**src/rtl/cfgmap_pkg.sv**
```systemverilog
package cfgmap_pkg;

  typedef enum logic [1:0] {
    ST_IDLE = 2'd0,
    ST_CFG  = 2'd1,
    ST_RESP = 2'd2
  } state_e;

  typedef enum logic [1:0] {
    HIT_NONE = 2'd0,
    HIT_REGS = 2'd1,
    HIT_WIN  = 2'd2
  } hit_e;

  localparam int unsigned BYTE_W = 8;

endpackage

```
**src/rtl/cfgmap_decode.sv**
```systemverilog
module cfgmap_decode
  import cfgmap_pkg::*;
#(
  parameter int unsigned     IO_AW    = 16,
  parameter int unsigned     DEV_W    = 4,
  parameter int unsigned     OFF_W    = 8,
  parameter int unsigned     LANE_AW  = 2,
  parameter logic [IO_AW-1:0] REG_BASE = 16'h0CF8,
  parameter int unsigned     TAG_W    = IO_AW - DEV_W - OFF_W,
  parameter logic [TAG_W-1:0] WIN_TAG = 4'hC
) (
  input  logic [IO_AW-1:0]   addr_i,
  input  logic               win_open_i,
  output hit_e               hit_o,
  output logic [DEV_W-1:0]   dev_o,
  output logic [OFF_W-1:0]   off_o,
  output logic [LANE_AW-1:0] lane_ofs_o
);

  logic reg_hit, win_hit;

  assign reg_hit    = addr_i[IO_AW-1:LANE_AW] == REG_BASE[IO_AW-1:LANE_AW];
  assign win_hit    = win_open_i && (addr_i[IO_AW-1 -: TAG_W] == WIN_TAG);
  assign dev_o      = addr_i[OFF_W +: DEV_W];
  assign off_o      = {addr_i[OFF_W-1:LANE_AW], {LANE_AW{1'b0}}};
  assign lane_ofs_o = addr_i[LANE_AW-1:0];

  always_comb begin
    if (reg_hit)      hit_o = HIT_REGS;
    else if (win_hit) hit_o = HIT_WIN;
    else              hit_o = HIT_NONE;
  end

endmodule

```
**src/rtl/cfgmap_lanes.sv**
```systemverilog
module cfgmap_lanes
  import cfgmap_pkg::*;
#(
  parameter int unsigned DW      = 32,
  parameter int unsigned LANES   = DW / BYTE_W,
  parameter int unsigned LANE_AW = $clog2(LANES)
) (
  input  logic [LANE_AW-1:0] lane_ofs_i,
  input  logic [1:0]         size_i,
  input  logic [DW-1:0]      wdata_i,
  input  logic [DW-1:0]      lane_rdata_i,
  output logic [LANES-1:0]   be_o,
  output logic [DW-1:0]      lane_wdata_o,
  output logic [DW-1:0]      rdata_o
);

  localparam int unsigned SH_W = LANE_AW + 3;

  logic [LANES-1:0] size_mask;
  logic [SH_W-1:0]  bit_sh;
  logic [DW-1:0]    rd_shifted;

  always_comb begin
    unique case (size_i)
      2'd0:    size_mask = LANES'(1);
      2'd1:    size_mask = LANES'(3);
      default: size_mask = '1;
    endcase
  end

  assign bit_sh       = {lane_ofs_i, 3'b000};
  assign be_o         = size_mask << lane_ofs_i;
  assign lane_wdata_o = wdata_i << bit_sh;
  assign rd_shifted   = lane_rdata_i >> bit_sh;

  for (genvar k = 0; k < LANES; k++) begin : g_rd_lane
    assign rdata_o[BYTE_W*k +: BYTE_W] = size_mask[k] ? rd_shifted[BYTE_W*k +: BYTE_W]
                                                      : '0;
  end

endmodule

```
**src/rtl/cfgmap_regs.sv**
```systemverilog
module cfgmap_regs
  import cfgmap_pkg::*;
#(
  parameter int unsigned LANES    = 4,
  parameter int unsigned FN_W     = 3,
  parameter int unsigned ENA_LANE = 0,
  parameter int unsigned FWD_LANE = 2
) (
  input  logic                    clk_i,
  input  logic                    rst_ni,
  input  logic                    ena_we_i,
  input  logic [BYTE_W-1:0]       ena_wdata_i,
  input  logic                    fwd_we_i,
  input  logic [BYTE_W-1:0]       fwd_wdata_i,
  output logic                    win_open_o,
  output logic [FN_W-1:0]         fn_o,
  output logic [BYTE_W-1:0]       bus_o,
  output logic [BYTE_W*LANES-1:0] lane_rdata_o
);

  logic [BYTE_W-1:0] ena_q, fwd_q;

  always_ff @(posedge clk_i or negedge rst_ni) begin
    if (!rst_ni) begin
      ena_q <= '0;
      fwd_q <= '0;
    end else begin
      if (ena_we_i) ena_q <= ena_wdata_i;
      if (fwd_we_i) fwd_q <= fwd_wdata_i;
    end
  end

  // key nibble opens the window; bit 0 is storage only
  assign win_open_o = |ena_q[BYTE_W-1:BYTE_W/2];
  assign fn_o       = ena_q[FN_W:1];
  assign bus_o      = fwd_q;

  for (genvar k = 0; k < LANES; k++) begin : g_lane
    if (k == ENA_LANE) begin : g_ena
      assign lane_rdata_o[BYTE_W*k +: BYTE_W] = ena_q;
    end else if (k == FWD_LANE) begin : g_fwd
      assign lane_rdata_o[BYTE_W*k +: BYTE_W] = fwd_q;
    end else begin : g_zero
      assign lane_rdata_o[BYTE_W*k +: BYTE_W] = '0;
    end
  end

endmodule

```
**src/rtl/cfgmap_top.sv**
```systemverilog
module cfgmap_top
  import cfgmap_pkg::*;
#(
  parameter int unsigned      IO_AW    = 16,
  parameter int unsigned      DW       = 32,
  parameter int unsigned      BUS_W    = 8,
  parameter int unsigned      DEV_W    = 4,
  parameter int unsigned      FN_W     = 3,
  parameter int unsigned      OFF_W    = 8,
  parameter logic [IO_AW-1:0] REG_BASE = 16'h0CF8,
  parameter logic [IO_AW-DEV_W-OFF_W-1:0] WIN_TAG = 4'hC,
  localparam int unsigned     LANES    = DW / BYTE_W,
  localparam int unsigned     LANE_AW  = $clog2(LANES)
) (
  input  logic               clk_i,
  input  logic               rst_ni,
  input  logic               io_req_i,
  input  logic               io_we_i,
  input  logic [IO_AW-1:0]   io_addr_i,
  input  logic [1:0]         io_size_i,
  input  logic [DW-1:0]      io_wdata_i,
  output logic               io_ack_o,
  output logic [DW-1:0]      io_rdata_o,
  output logic               cfg_req_o,
  output logic               cfg_we_o,
  output logic [BUS_W-1:0]   cfg_bus_o,
  output logic [DEV_W-1:0]   cfg_dev_o,
  output logic [FN_W-1:0]    cfg_fn_o,
  output logic [OFF_W-1:0]   cfg_off_o,
  output logic [LANES-1:0]   cfg_be_o,
  output logic [DW-1:0]      cfg_wdata_o,
  input  logic               cfg_ack_i,
  input  logic [DW-1:0]      cfg_rdata_i
);

  localparam int unsigned ENA_LANE = 0;
  localparam int unsigned FWD_LANE = 2;

  state_e             state_q;
  hit_e               hit;
  logic               idle, accept, reg_wr;
  logic               win_open;
  logic [FN_W-1:0]    reg_fn;
  logic [BYTE_W-1:0]  reg_bus;
  logic [DW-1:0]      reg_lanes;
  logic [DEV_W-1:0]   dec_dev;
  logic [OFF_W-1:0]   dec_off;
  logic [LANE_AW-1:0] dec_ofs, ofs_q, ln_ofs;
  logic [1:0]         size_q, ln_size;
  logic [DW-1:0]      ln_src, ln_wdata, ln_rdata;
  logic [LANES-1:0]   ln_be;
  logic [DW-1:0]      rdata_q;

  assign idle   = state_q == ST_IDLE;
  assign accept = idle && io_req_i;
  assign reg_wr = accept && (hit == HIT_REGS) && io_we_i;

  // lane unit serves the I/O side while idle, the response while busy
  assign ln_ofs  = idle ? dec_ofs   : ofs_q;
  assign ln_size = idle ? io_size_i : size_q;
  assign ln_src  = idle ? reg_lanes : cfg_rdata_i;

  cfgmap_decode #(
    .IO_AW   (IO_AW),
    .DEV_W   (DEV_W),
    .OFF_W   (OFF_W),
    .LANE_AW (LANE_AW),
    .REG_BASE(REG_BASE),
    .WIN_TAG (WIN_TAG)
  ) i_decode (
    .addr_i    (io_addr_i),
    .win_open_i(win_open),
    .hit_o     (hit),
    .dev_o     (dec_dev),
    .off_o     (dec_off),
    .lane_ofs_o(dec_ofs)
  );

  cfgmap_lanes #(
    .DW     (DW),
    .LANES  (LANES),
    .LANE_AW(LANE_AW)
  ) i_lanes (
    .lane_ofs_i  (ln_ofs),
    .size_i      (ln_size),
    .wdata_i     (io_wdata_i),
    .lane_rdata_i(ln_src),
    .be_o        (ln_be),
    .lane_wdata_o(ln_wdata),
    .rdata_o     (ln_rdata)
  );

  cfgmap_regs #(
    .LANES   (LANES),
    .FN_W    (FN_W),
    .ENA_LANE(ENA_LANE),
    .FWD_LANE(FWD_LANE)
  ) i_regs (
    .clk_i       (clk_i),
    .rst_ni      (rst_ni),
    .ena_we_i    (reg_wr && ln_be[ENA_LANE]),
    .ena_wdata_i (ln_wdata[BYTE_W*ENA_LANE +: BYTE_W]),
    .fwd_we_i    (reg_wr && ln_be[FWD_LANE]),
    .fwd_wdata_i (ln_wdata[BYTE_W*FWD_LANE +: BYTE_W]),
    .win_open_o  (win_open),
    .fn_o        (reg_fn),
    .bus_o       (reg_bus),
    .lane_rdata_o(reg_lanes)
  );

  always_ff @(posedge clk_i or negedge rst_ni) begin
    if (!rst_ni) begin
      state_q     <= ST_IDLE;
      rdata_q     <= '0;
      ofs_q       <= '0;
      size_q      <= '0;
      cfg_req_o   <= 1'b0;
      cfg_we_o    <= 1'b0;
      cfg_bus_o   <= '0;
      cfg_dev_o   <= '0;
      cfg_fn_o    <= '0;
      cfg_off_o   <= '0;
      cfg_be_o    <= '0;
      cfg_wdata_o <= '0;
    end else begin
      unique case (state_q)
        ST_IDLE: begin
          if (accept) begin
            if (hit == HIT_WIN) begin
              state_q     <= ST_CFG;
              ofs_q       <= dec_ofs;
              size_q      <= io_size_i;
              cfg_req_o   <= 1'b1;
              cfg_we_o    <= io_we_i;
              cfg_bus_o   <= BUS_W'(reg_bus);
              cfg_dev_o   <= dec_dev;
              cfg_fn_o    <= reg_fn;
              cfg_off_o   <= dec_off;
              cfg_be_o    <= ln_be;
              cfg_wdata_o <= ln_wdata;
            end else begin
              state_q <= ST_RESP;
              rdata_q <= (hit == HIT_REGS) ? ln_rdata : '1;
            end
          end
        end
        ST_CFG: begin
          if (cfg_ack_i) begin
            state_q   <= ST_RESP;
            cfg_req_o <= 1'b0;
            if (!cfg_we_o) rdata_q <= ln_rdata;
          end
        end
        default: state_q <= ST_IDLE;
      endcase
    end
  end

  assign io_ack_o   = state_q == ST_RESP;
  assign io_rdata_o = rdata_q;

endmodule

```
**config.mk**
```make
export PLATFORM = sky130hd
export DESIGN_NAME = cfgmap_top
export DESIGN_NICKNAME = d
export VERILOG_FILES = /design/src/rtl/cfgmap_pkg.sv /design/src/rtl/cfgmap_decode.sv /design/src/rtl/cfgmap_lanes.sv /design/src/rtl/cfgmap_regs.sv /design/src/rtl/cfgmap_top.sv
export SDC_FILE = /design/constraint.sdc
export NUM_CORES = 1
export LEC_CHECK = 0
export ABC_AREA = 1
export BUFFER_PORTS_ARGS = -buffer_cell sky130_fd_sc_hd__buf_4
export CORE_AREA = 5 5 84 163
export DETAILED_ROUTE_END_ITERATION = 16
export DIE_AREA = 0 0 89 168
export GPL_TIMING_DRIVEN = 0
export PLACE_DENSITY = 0.78
export SETUP_SLACK_MARGIN = 0.2
export SKIP_LAST_GASP = 1
export SLEW_MARGIN = 20
export SYNTH_ARGS = -nofsm -noshare
export SYNTH_HDL_FRONTEND = slang
export SYNTH_SLANG_ARGS = --single-unit
```
**constraint.sdc**
```tcl
create_clock -name clk_i -period 2.25 [get_ports clk_i]
set_input_delay 0.225 -clock clk_i [delete_from_list [all_inputs] [get_ports clk_i]]
set_output_delay 0.225 -clock clk_i [all_outputs]
set_load 0.05 [all_outputs]
```
==> results of run 1 <==
repair_timing:
action	in CTS	in global routing
hold buffers	1	0
endpoints found under the setup margin	0	23
resized for setup	0	11
endpoints found under the hold margin	2	0
path summary, 6_finish.rpt:
| path | start | endpoint | slack [ps] | cells past startpoint |
|---|---|---|---|---|
| setup / recovery | state_q[0] | cfg_wdata_o[21] | 290 | 9 |
| max in group asynchronous | rst_ni | i_regs.bus_o[0] | 1110 | 2 |
| min in group asynchronous | rst_ni | cfg_wdata_o[3] | 480 | 2 |
| setup reg to reg | state_q[0] | cfg_wdata_o[21] | 290 | 9 |
| hold reg to reg | cfg_wdata_o[18] | cfg_wdata_o[18] | 480 | 2 |
| hold / removal | cfg_ack_i | state_q[0] | 2 | 2 |
cell type report:
class	count	area share [%]
buffer	46	3.05
clock buffer	18	5.25
clock inverter	14	2.14
inverter	69	3.13
multi-input combinational	677	34.2
sequential	113	33.8
tap	147	2.20
timing repair buffer	179	16.2
stage by stage:
stage | std cells | setup WS (ps)
detailed placement | 1230 | 227
CTS | 1263 | 210
global route | 1263 | 192
floorplan | 905 | 690
global placement | 1230 | 238
finish | 1263 | 288
layer usage:
layer  track usage (%)  up-vias  share of wire (%)  wire [um]
li1                  -     3206                  -          -
met1              30.4     3032                 33       7150
met2              52.8      373                 53      11700
met3              6.31       98                7.4       1620
met4              19.2        0                6.7       1470
met5                 0        -                  0          0
state kept, by name, indices dropped and copies added (netlist names):
signal / count
cfg_we_o: 1
cfg_bus_o: 8
cfg_dev_o: 4
i_regs.bus_o: 8
cfg_be_o: 4
cfg_req_o: 1
ofs_q: 2
cfg_off_o: 6
io_rdata_o: 32
cfg_wdata_o: 32
size_q: 2
state_q: 2
cfg_fn_o: 3
i_regs.ena_q: 8
cells in the mapped netlist (all sizes together):
cell / number / share of area [%]
nor3: 10 / 0.81
nand3b: 1 / 0.12
o21ai: 68 / 5.6
dfrtp: 113 / 46
clkbuf: 10 / 0.61
o211ai: 9 / 1.1
inv: 68 / 4.1
nand3: 52 / 4.4
conb: 1 / 0.061
nand2: 447 / 27
o31ai: 8 / 0.97
nand4: 2 / 0.20
a21boi: 2 / 0.24
nor2: 76 / 5.2
clkinv: 1 / 0.061
buf: 36 / 3.4
kinds of logic after synthesis:
kind of cell	share of synthesized area, %
other	0.0608
AO/OA/AOI/OAI	7.89
AND/OR/NAND/NOR	38.0
buffers and inverters	8.21
flip-flops	45.8
worst reg2reg max path, cell delays in order, from the launching register on:
cell	delay (ps)
dfrtp_1	350
buf_4	170
nor2_8	180
nand2_1	70
o21ai_1	160
buf_2	300
o21ai_0	110
o21ai_0	360
nand2_1	110
nand2_1	90
power breakdown:
part / internal (uW) / switching [uW]
Clock: 1780 / 1040
Sequential: 2080 / 26.0
Combinational: 297 / 614
==> key figures, run 1 <==
Synth
  – Mean area per synthesized cell: 6.83 um^2
  – Register area share after synthesis: 45.8%
  – Synth Instances: 904
  – Synth warnings: 0
  – Cell Area, Synth: 6170 um^2
  – Cell variety after synth: 27
  – Synth Register Bits: 113

Clocking
  – H-tree depth: 4
  – Clock slew at reported path FFs: 60 ps
  – Longest Clk Path Bufs: 2
  – # Post-CTS Setup Buffers: 0
  – Clk root buf: clkbuf_16
  – Clk sink count: 113
  – TritonCTS clock tree: done
  – Clk Latency, worst-skew pair: 420 ps
  – CTS Buf Count: 17

Worst setup path
  – Delay-heaviest family, CP: compound AO/OA/AOI/OAI gates
  – Critical path, cell by cell: buf_4 > nor2_8 > nand2_1 > o21ai_1 > buf_2 > o21ai_0 > o21ai_0 > nand2_1 > nand2_1
  – CP max stage delay: 360 ps
  – Worst Setup Path Type: register to register
  – CP dominant cell by count: nand2_1
  – Slowest-stage cell, CP: o21ai_0
  – Max FO, Critical Path: 10
  – Crit path buffers/inverters: 2
  – CP Launch Type: register
  – Worst setup EP type: register
  – Required time worst endpoint: 2610 ps
  – Worst path arrival time: 2320 ps

Floorplanning
  – I/O Pins: 181
  – Die Height: 168 um
  – Core Region: 12200 um^2
  – Die ar.: 15000 um^2
  – Cell row count: 57
  – Die X: 89 um
  – Starting Density: 50.6%

Timing
  – Final count of pins violating max slew: 0
  – Tmin final: 1960 ps
  – Final Hold Vio Count: 0
  – Final setup TNS: 0 ps
  – Worst slew pin tran: 915 ps
  – RSZ-0062 raised after global routing: true
  – Setup Skew: 10.8 ps
  – Crit share post-route: 87.2%
  – Max-slew headroom: 39.0%
  – Final Setup Violations: 0
  – Highest Clock Rate: 510 MHz
  – Hold_ws: 2.45 ps

Cells and area
  – Register area: 2830 um^2
  – ANT cells: 0
  – Most frequent cells in the layout: 444 x nand2_1, 186 x buf_4, 113 x dfrtp_1
  – Fillers: 1074
  – Fin nets: 1190
  – Fin area: 8360 um^2
  – P&R area growth vs syn: 35.5%
  – Final core occ: 68.6%
  – Multi-input gate area: 2860 um^2
  – Layout cells sized above 1: 23.5%
  – Most common cell after layout, fill and taps aside: nand2_1

GRT
  – Global route overflow: 0
  – GRT Total Usage: 29.8%
  – First-pass GRT wire length: 33.7 mm
  – Vias in the first global route: 6776
  – Largest net degree at the start of global routing: 114
  – Initial antenna violation count: 0

Placement
  – Placed Instance Area: 7700 um^2
  – Count of input and output buffers: 178
  – Routability cong.: 0.952
  – DP Wirelength: 16.7 mm

Route
  – DRT Pass-1 Iters: 5
  – DRC Markers: 0
  – Starting DRT DRC Count: 413
  – DR vias: 6709
  – Post-DRT Antenna Nets: 0
  – DRT Wirelength: 21.9 mm
  – Vias/cell: 5.31
  – Routed length per instance: 17.4 um

Outcome
  – Status: completed

Flow run
  – Max Cap Viol: 0

Power and ir drop
  – Power Density: 698 nW/um^2
  – Power Total: 5840 uW
  – Worst vdd ir: 0.577 mV
  – Leakage: 0.00472 uW

Min path
  – Min-Delay Path Class: input pin to register
(Power assumes the default switching activity.)
==> inputs of run 2 (changes only) <==
--- a/config.mk
+++ b/config.mk
@@ -13,7 +13,6 @@
 export GPL_TIMING_DRIVEN = 0
 export PLACE_DENSITY = 0.78
 export SETUP_SLACK_MARGIN = 0.2
-export SKIP_LAST_GASP = 1
 export SLEW_MARGIN = 20
 export SYNTH_ARGS = -nofsm -noshare
 export SYNTH_HDL_FRONTEND = slang
==> constraint.sdc (replaced) <==
create_clock -name clk_i -period 2 [get_ports clk_i]
set_input_delay 0.2 -clock clk_i [delete_from_list [all_inputs] [get_ports clk_i]]
set_output_delay 0.2 -clock clk_i [all_outputs]
set_load 0.05 [all_outputs]
==> run 2 against run 1 <==
First-iteration DRC count is 19% higher. Via count grew 2.1%. Utilization rose by 2.7 points. Combinational power is 22% higher. Clock-buffer cell count is the same. Routed wire length grew 3.4%. Highest routed layer unchanged. Die area unchanged. Worst hold slack worse by 3.1 ps. Largest power group unchanged. The run now ends with negative hold slack left. Critical path depth increased by 1. Worst setup slack lost 88 ps.
==> key figures, run 2 (synthesis results as in run 1) <==
Floorplanning
  – Starting Density: 50.6% (unchanged)
  – Die X: 89 um (unchanged)
  – I/O Pins: 181 (unchanged)
  – Die Height: 168 um (unchanged)
  – Die ar.: 15000 um^2 (unchanged)
  – Cell row count: 57 (unchanged)
  – Core Region: 12200 um^2 (unchanged)

Worst setup path
  – CP Launch Type: register (unchanged)
  – Flop-to-flop setup slack: 200 ps (was 290 ps)
  – Reg-to-reg critical path endpoint: cfg_wdata_o[22] (was cfg_wdata_o[21])
  – Worst path arrival time: 2170 ps (was 2320 ps)
  – Worst Setup Path Type: register to register (unchanged)
  – Worst setup EP type: register (unchanged)
  – Max FO, Critical Path: 10 (unchanged)
  – Worst reg2reg path startpoint: state_q[1] (was state_q[0])
  – Required time worst endpoint: 2370 ps (was 2610 ps)
  – R2R cell count: 10 (was 9)

Placement
  – Count of input and output buffers: 178 (unchanged)
  – Placed Instance Area: 7700 um^2 (unchanged)
  – DP Wirelength: 16.7 mm (unchanged)
  – Worst slack, placed: -23.2 ps (was 227 ps)
  – Routability cong.: 0.952 (unchanged)
  – Dpl cells: 1230 (unchanged)

Timing
  – Highest Clock Rate: 556 MHz (was 510 MHz)
  – Final count of pins violating max slew: 0 (unchanged)
  – RSZ-0062 raised after global routing: true (unchanged)
  – Worst slew pin tran: 932 ps (was 915 ps)
  – Final Hold Vio Count: 1 (was 0)
  – Final setup TNS: 0 ps (unchanged)
  – Max-slew headroom: 37.9% (was 39.0%)
  – Crit share post-route: 90.0% (was 87.2%)
  – Final Setup Violations: 0 (unchanged)
  – Hold_ws: -0.604 ps (was 2.45 ps)
  – Setup Skew: 12.5 ps (was 10.8 ps)
  – Tmin final: 1800 ps (was 1960 ps)
  – Final worst slack: 200 ps (was 288 ps)

Power and ir drop
  – Leakage: 0.00487 uW (was 0.00472 uW)
  – Power Density: 767 nW/um^2 (was 698 nW/um^2)
  – Worst vdd ir: 0.663 mV (was 0.577 mV)

Clocking
  – Clock slew at reported path FFs: 60 ps (about the same)
  – Clk Latency, worst-skew pair: 430 ps (was 420 ps)
  – TritonCTS clock tree: done (unchanged)
  – Clk sink count: 113 (unchanged)
  – CTS Buf Count: 17 (unchanged)
  – Clk root buf: clkbuf_16 (unchanged)
  – Longest Clk Path Bufs: 2 (unchanged)
  – H-tree depth: 4 (unchanged)

Route
  – WL met3: 1.65 mm (was 1.62 mm)
  – Highest metal used: met4 (unchanged)
  – Starting DRT DRC Count: 490 (was 413)
  – Met2 Routed Length: 12.0 mm (was 11.7 mm)
  – DRT Pass-1 Iters: 5 (unchanged)
  – DRC Markers: 0 (unchanged)
  – Routed length per instance: 17.8 um (was 17.4 um)
  – Post-DRT Antenna Nets: 0 (unchanged)
  – DRT Wirelength: 22.7 mm (was 21.9 mm)
  – M1 wire length: 7.39 mm (was 7.15 mm)
  – DR vias: 6852 (was 6709)
  – Vias/cell: 5.36 (was 5.31)

Cells and area
  – Most frequent cells in the layout: 431 x nand2_1, 197 x buf_4, 112 x dfrtp_1 (was 444 x nand2_1, 186 x buf_4, 113 x dfrtp_1)
  – Most common cell after layout, fill and taps aside: nand2_1 (unchanged)
  – Non-filler instance count after layout: 1278 (was 1263)
  – Layout cells sized above 1: 27.2% (was 23.5%)
  – Fin nets: 1205 (was 1190)
  – P&R area growth vs syn: 40.7% (was 35.5%)
  – ANT cells: 0 (unchanged)
  – Fin area: 8690 um^2 (was 8360 um^2)

Outcome
  – Status: finished with violations (was completed)
  – Violated checks: negative hold slack

GRT
  – Initial antenna violation count: 0 (unchanged)
  – Global route overflow: 0 (unchanged)
  – Vias in the first global route: 6857 (was 6776)
  – First-pass GRT wire length: 34.0 mm (was 33.7 mm)
  – GRT Total Usage: 30.1% (was 29.8%)
  – Largest net degree at the start of global routing: 114 (unchanged)

Flow run
  – Max Cap Viol: 0 (unchanged)

Min path
  – Min-Delay Path Class: input pin to register (unchanged)
  – Worst Hold End: size_q[0] (was state_q[0])
  – Worst hold path stage count: 3 (was 2)
  – Worst hold path startpoint: io_size_i[0] (was cfg_ack_i)
[run 2: what timing repair did]
item | CTS | global route
hold buffers | 5 | 0
pin swaps | 3 | 11
setup buffers | 2 | 5
gates cloned | 0 | 4
setup endpoints to repair | 73 | 102
gates resized for setup | 26 | 57
endpoints found under the hold margin | 93 | 0
[run 2: stage by stage]
step	util [%]	total power, uW
final	71.2	6660
after global routing	71.2	6890
after CTS	69.4	6590
after detailed placement	63.1	3410
after global placement	63.1	3400
after floorplan	-	2980
[run 2: critical path: stages, from the launching register on]
cell	delay, ps
dfrtp_2	470
buf_4	170
nor2_4	160
nand2_1	80
nand2_2	130
buf_6	150
buf_8	140
o21ai_1	80
o21ai_2	200
nand2_2	90
nand2_1	60
[run 2: how the worst max path moves through the flow]
stage	from	endpoint	slack (ps)	cells past startpoint
after floorplan	state_q[0]	io_rdata_o[10]	440	10
after global placement	state_q[0]	io_rdata_o[9]	-10	10
after detailed placement	state_q[0]	io_rdata_o[9]	-20	10
after CTS	state_q[0]	io_rdata_o[31]	170	8
after global routing	state_q[0]	io_rdata_o[9]	170	11
final	state_q[1]	cfg_wdata_o[22]	200	10
[run 2: area by class of cell]
cell class / instances / area, um^2
Timing Repair Buffer: 191 / 1450
Clock buffer: 18 / 439
Tap cell: 147 / 184
Sequential cell: 113 / 2830
Inverter: 69 / 268
Buffer: 46 / 320
Clock inverter: 14 / 179
Fill cell: 1020 / 3510
Multi-Input combinational cell: 680 / 3010
[run 2: power breakdown]
part / switching (uW) / leakage (uW) / internal, uW
Combinational: 730 / 0.00312 / 384
Clock: 1170 / 0.000294 / 2010
Sequential: 29.7 / 0.00145 / 2340
Total: 1930 / 0.00487 / 4730
[run 2: per-layer routing]
layer	vias up	track usage, %
li1	3243	-
met1	3123	30.7
met2	367	53.7
met3	119	6.06
met4	0	19.2
met5	-	0
